### src/rtl/icc_pkg.sv
package icc_pkg;

    localparam int FILT_DIV_W = 5;
    localparam int FILT_LEN_W = 4;
    localparam int PSC_W      = 3;

    localparam logic [1:0] SEL_OFF  = 2'b00;
    localparam logic [1:0] SEL_B    = 2'b01;
    localparam logic [1:0] SEL_A    = 2'b10;
    localparam logic [1:0] SEL_TRIG = 2'b11;

    typedef enum logic {F_STEADY, F_QUALIFY} filt_state_e;
    typedef enum logic {CAP_CLEAR, CAP_PENDING} cap_state_e;

    // Last value of the sampling divider (divide ratio minus one).
    function automatic logic [FILT_DIV_W-1:0] filt_div_last(input logic [3:0] code);
        logic [FILT_DIV_W-1:0] r;
        unique case (code)
            4'd0, 4'd1, 4'd2, 4'd3:  r = 5'd0;
            4'd4, 4'd5:              r = 5'd1;
            4'd6, 4'd7:              r = 5'd3;
            4'd8, 4'd9:              r = 5'd7;
            4'd10, 4'd11, 4'd12:     r = 5'd15;
            default:                 r = 5'd31;
        endcase
        return r;
    endfunction

    // Number of consecutive matching samples required.
    function automatic logic [FILT_LEN_W-1:0] filt_len(input logic [3:0] code);
        logic [FILT_LEN_W-1:0] r;
        unique case (code)
            4'd0:                                    r = 4'd1;
            4'd1:                                    r = 4'd2;
            4'd2:                                    r = 4'd4;
            4'd10, 4'd13:                            r = 4'd5;
            4'd4, 4'd6, 4'd8, 4'd11, 4'd14:          r = 4'd6;
            default:                                 r = 4'd8;
        endcase
        return r;
    endfunction

    // Last value of the prescaler count (ratio minus one).
    function automatic logic [PSC_W-1:0] psc_last(input logic [1:0] code);
        logic [PSC_W-1:0] r;
        unique case (code)
            2'd0:    r = 3'd0;
            2'd1:    r = 3'd1;
            2'd2:    r = 3'd3;
            default: r = 3'd5;
        endcase
        return r;
    endfunction

endpackage

### src/rtl/icc_src_sel.sv
module icc_src_sel
    import icc_pkg::*;
#(
    parameter int SYNC_STAGES = 2
) (
    input  logic       clk,
    input  logic       rst_n,
    input  logic       chan_en,
    input  logic       sel_wr,
    input  logic [1:0] sel_wdata,
    input  logic       src_a,
    input  logic       src_b,
    input  logic       trig_in,
    output logic [1:0] sel_q,
    output logic       synced
);

    logic                   raw;
    logic [SYNC_STAGES-1:0] chain;

    always_ff @(posedge clk or negedge rst_n) begin
        if (!rst_n) begin
            sel_q <= SEL_OFF;
        end else if (sel_wr && !chan_en) begin
            sel_q <= sel_wdata;
        end
    end

    always_comb begin
        unique case (sel_q)
            SEL_A:    raw = src_a;
            SEL_B:    raw = src_b;
            SEL_TRIG: raw = trig_in;
            default:  raw = 1'b0;
        endcase
    end

    // One synchronizer after the mux serves all three sources.
    generate
        for (genvar g = 0; g < SYNC_STAGES; g++) begin : g_sync
            always_ff @(posedge clk or negedge rst_n) begin
                if (!rst_n) begin
                    chain[g] <= 1'b0;
                end else if (g == 0) begin
                    chain[g] <= raw;
                end else begin
                    chain[g] <= chain[(g == 0) ? 0 : g-1];
                end
            end
        end
    endgenerate

    assign synced = chain[SYNC_STAGES-1];

    // selection frozen while the channel is enabled
    a_r2_sel_locked: assert property (@(posedge clk) disable iff (!rst_n)
        chan_en |=> $stable(sel_q));

endmodule

### src/rtl/icc_filter.sv
module icc_filter
    import icc_pkg::*;
(
    input  logic       clk,
    input  logic       rst_n,
    input  logic [3:0] code,
    input  logic       din,
    output logic       level
);

    filt_state_e           state, state_n;
    logic [FILT_DIV_W-1:0] div_cnt;
    logic [FILT_LEN_W-1:0] run_cnt, run_cnt_n;
    logic [3:0]            code_q;
    logic                  level_n;
    logic                  restart;
    logic                  tick;
    logic [FILT_DIV_W-1:0] div_last;
    logic [FILT_LEN_W-1:0] len;
    logic [FILT_LEN_W-1:0] run_last;

    assign div_last = filt_div_last(code);
    assign len      = filt_len(code);
    assign run_last = len - 4'd1;
    assign restart  = (code != code_q);
    assign tick     = !restart && (div_cnt == div_last);

    // State register process
    always_ff @(posedge clk or negedge rst_n) begin
        if (!rst_n) begin
            state   <= F_STEADY;
            run_cnt <= '0;
            div_cnt <= '0;
            level   <= 1'b0;
            code_q  <= 4'd0;
        end else begin
            code_q <= code;
            if (restart) begin
                state   <= F_STEADY;
                run_cnt <= '0;
                div_cnt <= '0;
            end else begin
                state   <= state_n;
                run_cnt <= run_cnt_n;
                level   <= level_n;
                div_cnt <= tick ? '0 : div_cnt + 5'd1;
            end
        end
    end

    // Next state and output process
    always_comb begin
        state_n   = state;
        run_cnt_n = run_cnt;
        level_n   = level;
        if (tick) begin
            unique case (state)
                F_STEADY: begin
                    if (din != level) begin
                        if (len == 4'd1) begin
                            level_n = din;
                        end else begin
                            run_cnt_n = 4'd1;
                            state_n   = F_QUALIFY;
                        end
                    end
                end
                F_QUALIFY: begin
                    if (din == level) begin
                        run_cnt_n = '0;
                        state_n   = F_STEADY;
                    end else if (run_cnt == run_last) begin
                        level_n   = din;
                        run_cnt_n = '0;
                        state_n   = F_STEADY;
                    end else begin
                        run_cnt_n = run_cnt + 4'd1;
                    end
                end
            endcase
        end
    end

    // level moves only on a sampling tick
    a_r4_change_on_tick: assert property (@(posedge clk) disable iff (!rst_n)
        !tick |=> $stable(level));

    // no change before the run completes
    a_r5_no_early_change: assert property (@(posedge clk) disable iff (!rst_n)
        (tick && state == F_QUALIFY && run_cnt != run_last) |=> $stable(level));

    a_r5_first_sample_holds: assert property (@(posedge clk) disable iff (!rst_n)
        (tick && state == F_STEADY && len != 4'd1) |=> $stable(level));

    // level held across a code change
    a_r6_restart_holds: assert property (@(posedge clk) disable iff (!rst_n)
        restart |=> $stable(level));

endmodule

### src/rtl/icc_edge_psc.sv
module icc_edge_psc
    import icc_pkg::*;
(
    input  logic       clk,
    input  logic       rst_n,
    input  logic       chan_en,
    input  logic [1:0] psc_code,
    input  logic       level,
    output logic       fire
);

    logic             prev;
    logic [1:0]       code_q;
    logic [PSC_W-1:0] cnt;
    logic [PSC_W-1:0] last;
    logic             rise;
    logic             restart;

    assign last    = psc_last(psc_code);
    assign rise    = level && !prev;
    assign restart = !chan_en || (psc_code != code_q);
    assign fire    = !restart && rise && (cnt == last);

    always_ff @(posedge clk or negedge rst_n) begin
        if (!rst_n) begin
            prev   <= 1'b0;
            code_q <= 2'd0;
            cnt    <= '0;
        end else begin
            prev   <= level;
            code_q <= psc_code;
            if (restart) begin
                cnt <= '0;
            end else if (rise) begin
                cnt <= (cnt == last) ? '0 : cnt + 3'd1;
            end
        end
    end

    // count never exceeds the selected ratio
    a_r8_psc_bound: assert property (@(posedge clk) disable iff (!rst_n)
        cnt <= psc_last(code_q));

    // count cleared while disabled
    a_r9_cleared_when_off: assert property (@(posedge clk) disable iff (!rst_n)
        !chan_en |=> (cnt == '0));

endmodule

### src/rtl/icc_capture_channel.sv
module icc_capture_channel
    import icc_pkg::*;
#(
    parameter int CNT_W       = 16,
    parameter int SYNC_STAGES = 2
) (
    input  logic             clk,
    input  logic             rst_n,
    input  logic             src_a,
    input  logic             src_b,
    input  logic             trig_in,
    input  logic [CNT_W-1:0] count_in,
    input  logic             chan_en,
    input  logic             sel_wr,
    input  logic [1:0]       sel_wdata,
    input  logic [3:0]       filt_code,
    input  logic [1:0]       psc_code,
    input  logic             flag_clr,
    output logic [CNT_W-1:0] cap_value,
    output logic             cap_flag,
    output logic [1:0]       sel_state,
    output logic             filt_level
);

    logic       synced;
    logic       fire;
    logic       capture;
    cap_state_e cstate, cstate_n;

    icc_src_sel #(.SYNC_STAGES(SYNC_STAGES)) u_src (
        .clk       (clk),
        .rst_n     (rst_n),
        .chan_en   (chan_en),
        .sel_wr    (sel_wr),
        .sel_wdata (sel_wdata),
        .src_a     (src_a),
        .src_b     (src_b),
        .trig_in   (trig_in),
        .sel_q     (sel_state),
        .synced    (synced)
    );

    icc_filter u_filt (
        .clk   (clk),
        .rst_n (rst_n),
        .code  (filt_code),
        .din   (synced),
        .level (filt_level)
    );

    icc_edge_psc u_psc (
        .clk      (clk),
        .rst_n    (rst_n),
        .chan_en  (chan_en),
        .psc_code (psc_code),
        .level    (filt_level),
        .fire     (fire)
    );

    assign capture = fire && chan_en && (sel_state != SEL_OFF);

    // State register process
    always_ff @(posedge clk or negedge rst_n) begin
        if (!rst_n) begin
            cstate    <= CAP_CLEAR;
            cap_value <= '0;
        end else begin
            cstate <= cstate_n;
            if (capture) begin
                cap_value <= count_in;
            end
        end
    end

    // Next state and output process
    always_comb begin
        cstate_n = cstate;
        unique case (cstate)
            CAP_CLEAR:   if (capture) cstate_n = CAP_PENDING;
            CAP_PENDING: if (flag_clr && !capture) cstate_n = CAP_CLEAR;
        endcase
    end

    assign cap_flag = (cstate == CAP_PENDING);

    // flag sticky until cleared
    a_r10_flag_sticky: assert property (@(posedge clk) disable iff (!rst_n)
        (cap_flag && !flag_clr) |=> cap_flag);

    // a new value always comes with the flag
    a_r10_value_sets_flag: assert property (@(posedge clk) disable iff (!rst_n)
        !$stable(cap_value) |-> cap_flag);

    // nothing captured while disabled or idle
    a_r11_disabled_no_capture: assert property (@(posedge clk) disable iff (!rst_n)
        (!chan_en || sel_state == SEL_OFF) |=> $stable(cap_value));

endmodule

### config.mk
export PLATFORM = sky130hd
export DESIGN_NAME = icc_capture_channel
export DESIGN_NICKNAME = d
export VERILOG_FILES = /design/src/rtl/icc_pkg.sv /design/src/rtl/icc_src_sel.sv /design/src/rtl/icc_filter.sv /design/src/rtl/icc_edge_psc.sv /design/src/rtl/icc_capture_channel.sv
export SDC_FILE = /design/constraint.sdc
export NUM_CORES = 1
export LEC_CHECK = 0
export BUFFER_PORTS_ARGS = -buffer_cell sky130_fd_sc_hd__clkbuf_2
export CAP_MARGIN = 10
export CORE_MARGIN = 4
export CORE_UTILIZATION = 25
export CTS_BUF_LIST = sky130_fd_sc_hd__clkbuf_4 sky130_fd_sc_hd__clkbuf_8
export DETAILED_ROUTE_END_ITERATION = 10
export GPL_TIMING_DRIVEN = 0
export PLACE_DENSITY = 0.41
export SLEW_MARGIN = 25
export SYNTH_ARGS = -nofsm -noshare
export SYNTH_HDL_FRONTEND = slang
export SYNTH_HIERARCHICAL = 1
export SYNTH_SLANG_ARGS = --single-unit
### constraint.sdc
create_clock -name clk -period 2.5 [get_ports clk]
set_clock_uncertainty 0.15 [all_clocks]
set_input_delay 0.25 -clock clk [delete_from_list [all_inputs] [get_ports clk]]
set_output_delay 0.25 -clock clk [all_outputs]
set_load 0.01 [all_outputs]
==> flow_summary.yaml <==
status:
  status: "complete, no violations"
floorplan:
  initial_core_util_pct: 25.7
  die-height_um: 105
  die-area_um2: 11100
  core_area_um2: 9200
  die_x_um: 105
  std_cell_rows: 35
  io_pins: 52
power:
  p_total_mw: 1.49
  seqPwrFrac_pct: 47.9
  power_frac_comb_pct: 15.5
  clock_power_share_pct: 36.6
  power.density_nw_per_um2: 475
  p_leak_nw: 1.49
  power.internal_mw: 1.13
  ir_worst_vdd_uv: 142
  switchingPower_mw: 0.355
  p_sw_share_pct: 23.9
layout:
  drive_above_1_share_pct: 42.6
  fin_area_um2: 3120
  syn_to_final_growth_pct: 32.3
  diodes: 0
  nets: 305
setup_path:
  end_kind: "flop"
  regToRegSetupSlack_ps: 140
  startpoint_type: "input port"
  crit_type: "input port to flop"
  path_max_fanout: 7
  arrival_ps: 2430
  worstPathRequired_ps: 2530
global_routing:
  grt_max_degree: 43
  grt_usage_pct: 9.04
  grt_pass1_vias: 1717
  grt_pass1_wl_um: 8250
  grt_overflow_total: 0
  antenna_found_initial: 0
clocking:
  clk_latency_ps: 290
  clkTransAtPathRegs_ps: 80
  cts_buffers: 5
  htreeDepth: 2
  cts_tree: "yes"
  root_buffer: "clkbuf_8"
  cts_buffer_depth: 2
  clock-sinks: 42
synth:
  synth-seq-area-share_pct: 44.5
  ys_types: 53
  synth.avg_cell_area_um2: 12.2
  syn_nets: 236
  yosys_warnings: 6
  synth-seq-cells: 42
  synth-edff-count: 0
  synthFlopType: "dfrtp_1"
  synthesis.instances: 194
  async_flop_share_pct: 100
  syn-cell-area_um2: 2360
timing:
  setup_viol: 0
  max_freq_ghz: 0.418
  finalHoldViolCount: 0
  post-route-min-period_ps: 2390
  tightestPinTransition_ps: 701
  holdWs_ps: 35.9
  post-route-period-util_pct: 95.8
  slew_headroom_pct: 53.0
  slew_violations: 0
route:
  ant_nets: 0
  vias: 1681
  via_per_inst: 4.49
  finalWirelength_um: 4900
  drt_iter0_drc: 46
  post-route-drc-count: 0
  wl_per_cell_um: 13.1
  drt-pass1-iter-count: 3
placement:
  io_buffers: 51
  placed_area_um2: 2810
  post-dp-hpwl_um: 3550
  gp_congestion: 0.720
worst_hold_path:
  hold_path.class: "input port to flop"
run:
  maxCapViolCount: 0
-- synthesized netlist by cell type (2+ instances only) --
cell type | number | area share (%)
mux4_1 | 2 | 2.2
nor4_2 | 2 | 1.1
ha_1 | 10 | 5.3
dfrtp_1 | 42 | 45
nor3_1 | 3 | 0.64
nand4b_1 | 2 | 0.74
nor2_1 | 13 | 2.1
mux2_2 | 8 | 3.8
nand2_1 | 11 | 1.7
a21oi_1 | 4 | 0.85
mux2i_1 | 2 | 0.85
inv_1 | 9 | 1.4
o21ai_0 | 3 | 0.64
nand2b_1 | 2 | 0.53
xor2_1 | 5 | 1.9
mux2_4 | 11 | 7.0
a21o_1 | 3 | 0.95
nand4bb_1 | 2 | 0.95
nand3_1 | 9 | 1.9
nor2b_1 | 3 | 0.79
nand4_1 | 3 | 0.79
xnor2_1 | 14 | 5.2
-- flip-flops by register name, summed over array words and instances, names as in the netlist --
register	flops
u_src/sel_q	2
u_psc/code_q	2
u_psc/cnt	3
u_src/chain	1
u_filt/state	1
u_filt/div_cnt	5
cap_value	16
cap_flag	1
u_filt/code_q	4
u_psc/prev	1
u_src/synced	1
u_filt/run_cnt	4
u_filt/level	1
-- routing by layer --
| layer | global-route usage (%) | wire length [µm] |
|---|---|---|
| met5 | 0 | 0 |
| met4 | 3.94 | 47 |
| met3 | 1.73 | 125 |
| met2 | 15.4 | 2500 |
| met1 | 11.0 | 2220 |
-- power groups by stage --
stage | sequential [mW] | clock, mW | combinational [mW]
2_1_floorplan | 0.726 | 0 | 0.124
3_3_place_gp | 0.725 | 0 | 0.204
4_1_cts | 0.712 | 0.572 | 0.217
5_1_grt | 0.714 | 0.604 | 0.255
6_report | 0.712 | 0.544 | 0.230
3_5_place_dp | 0.726 | 0 | 0.203
-- layout make-up --
| cell class | count | area [µm²] |
|---|---|---|
| plain buffers | 4 | 40.0 |
| clock buffers | 6 | 82.6 |
| clock inverters | 1 | 30.0 |
| fillers | 931 | 6070 |
| inverters | 9 | 53.8 |
| multi-input cells | 139 | 1340 |
| flip-flops and latches | 42 | 1050 |
| well taps | 111 | 139 |
| repair buffers | 62 | 384 |
-- cell families after synthesis --
logic type,share of synthesized area [%]
muxes,15.3
adders and majority gates,5.30
DFF,44.5
buffers and inverters,3.13
and+or+nand+nor,15.5
AOI/OAI and AO/OA,9.17
xor gates and xnor gates,7.05
-- critical path, cell delays in order --
cell,delay (ps)
buf_8,120
inv_12,40
ha_4,260
inv_2,30
mux4_2,480
inv_2,100
ha_4,200
xnor2_2,130
a21oi_2,150
nand4b_4,150
buf_6,150
o221a_1,230
a21o_1,150
-- path summary, 6_finish.rpt --
path | cells past startpoint | to | start
worst max-delay path | 13 | u_filt/run_cnt[2] | filt_code[0]
worst min-delay path | 2 | cap_value[5] | count_in[5]
worst max register to register | 8 | u_filt/state | u_filt/div_cnt[2]
worst min register to register | 0 | u_src/synced | u_src/chain[0]
max in group asynchronous | 2 | cap_value[10] | rst_n
min in group asynchronous | 2 | u_psc/code_q[0] | rst_n
-- placed cells by master, fill, tap and decap left out, types with 3 or more instances in the layout --
| cell | synthesis | final |
|---|---|---|
| a21o_1 | 3 | 3 |
| a21oi_2 | 1 | 3 |
| buf_4 | 0 | 4 |
| clkbuf_2 | 0 | 48 |
| clkbuf_8 | 0 | 6 |
| dfrtp_1 | 42 | 42 |
| dlygate4sd3_1 | 0 | 6 |
| ha_1 | 10 | 8 |
| inv_1 | 9 | 5 |
| mux2_2 | 8 | 8 |
| mux2_4 | 11 | 12 |
| nand2_1 | 11 | 11 |
| nand3_1 | 9 | 8 |
| nand4_1 | 3 | 3 |
| nor2_1 | 13 | 13 |
| nor2b_1 | 3 | 3 |
| o21ai_0 | 3 | 3 |
| xnor2_1 | 14 | 12 |
| xor2_1 | 5 | 4 |
-- stage by stage --
step | instances | util [%] | setup TNS (ps) | setup slack [ps]
6_report | 374 | 34.0 | 0 | 106
3_3_place_gp | 356 | 30.6 | -1610 | -441
2_1_floorplan | 194 | - | -12.4 | -12.4
5_1_grt | 374 | 34.0 | -9.89 | -9.89
4_1_cts | 371 | 32.8 | 0 | 25.6
3_5_place_dp | 356 | 30.6 | -1670 | -465
-- what timing repair did --
action / 4_1_cts / 5_1_grt
hold buffers: 6 / 0
setup endpoints to repair: 1 / 7
resized for setup: 4 / 14
endpoints found under the hold margin: 47 / 0
buffers inserted: 2 / 3
pin swaps: 2 / 3
Note: power is estimated with default switching activity, not from simulation.
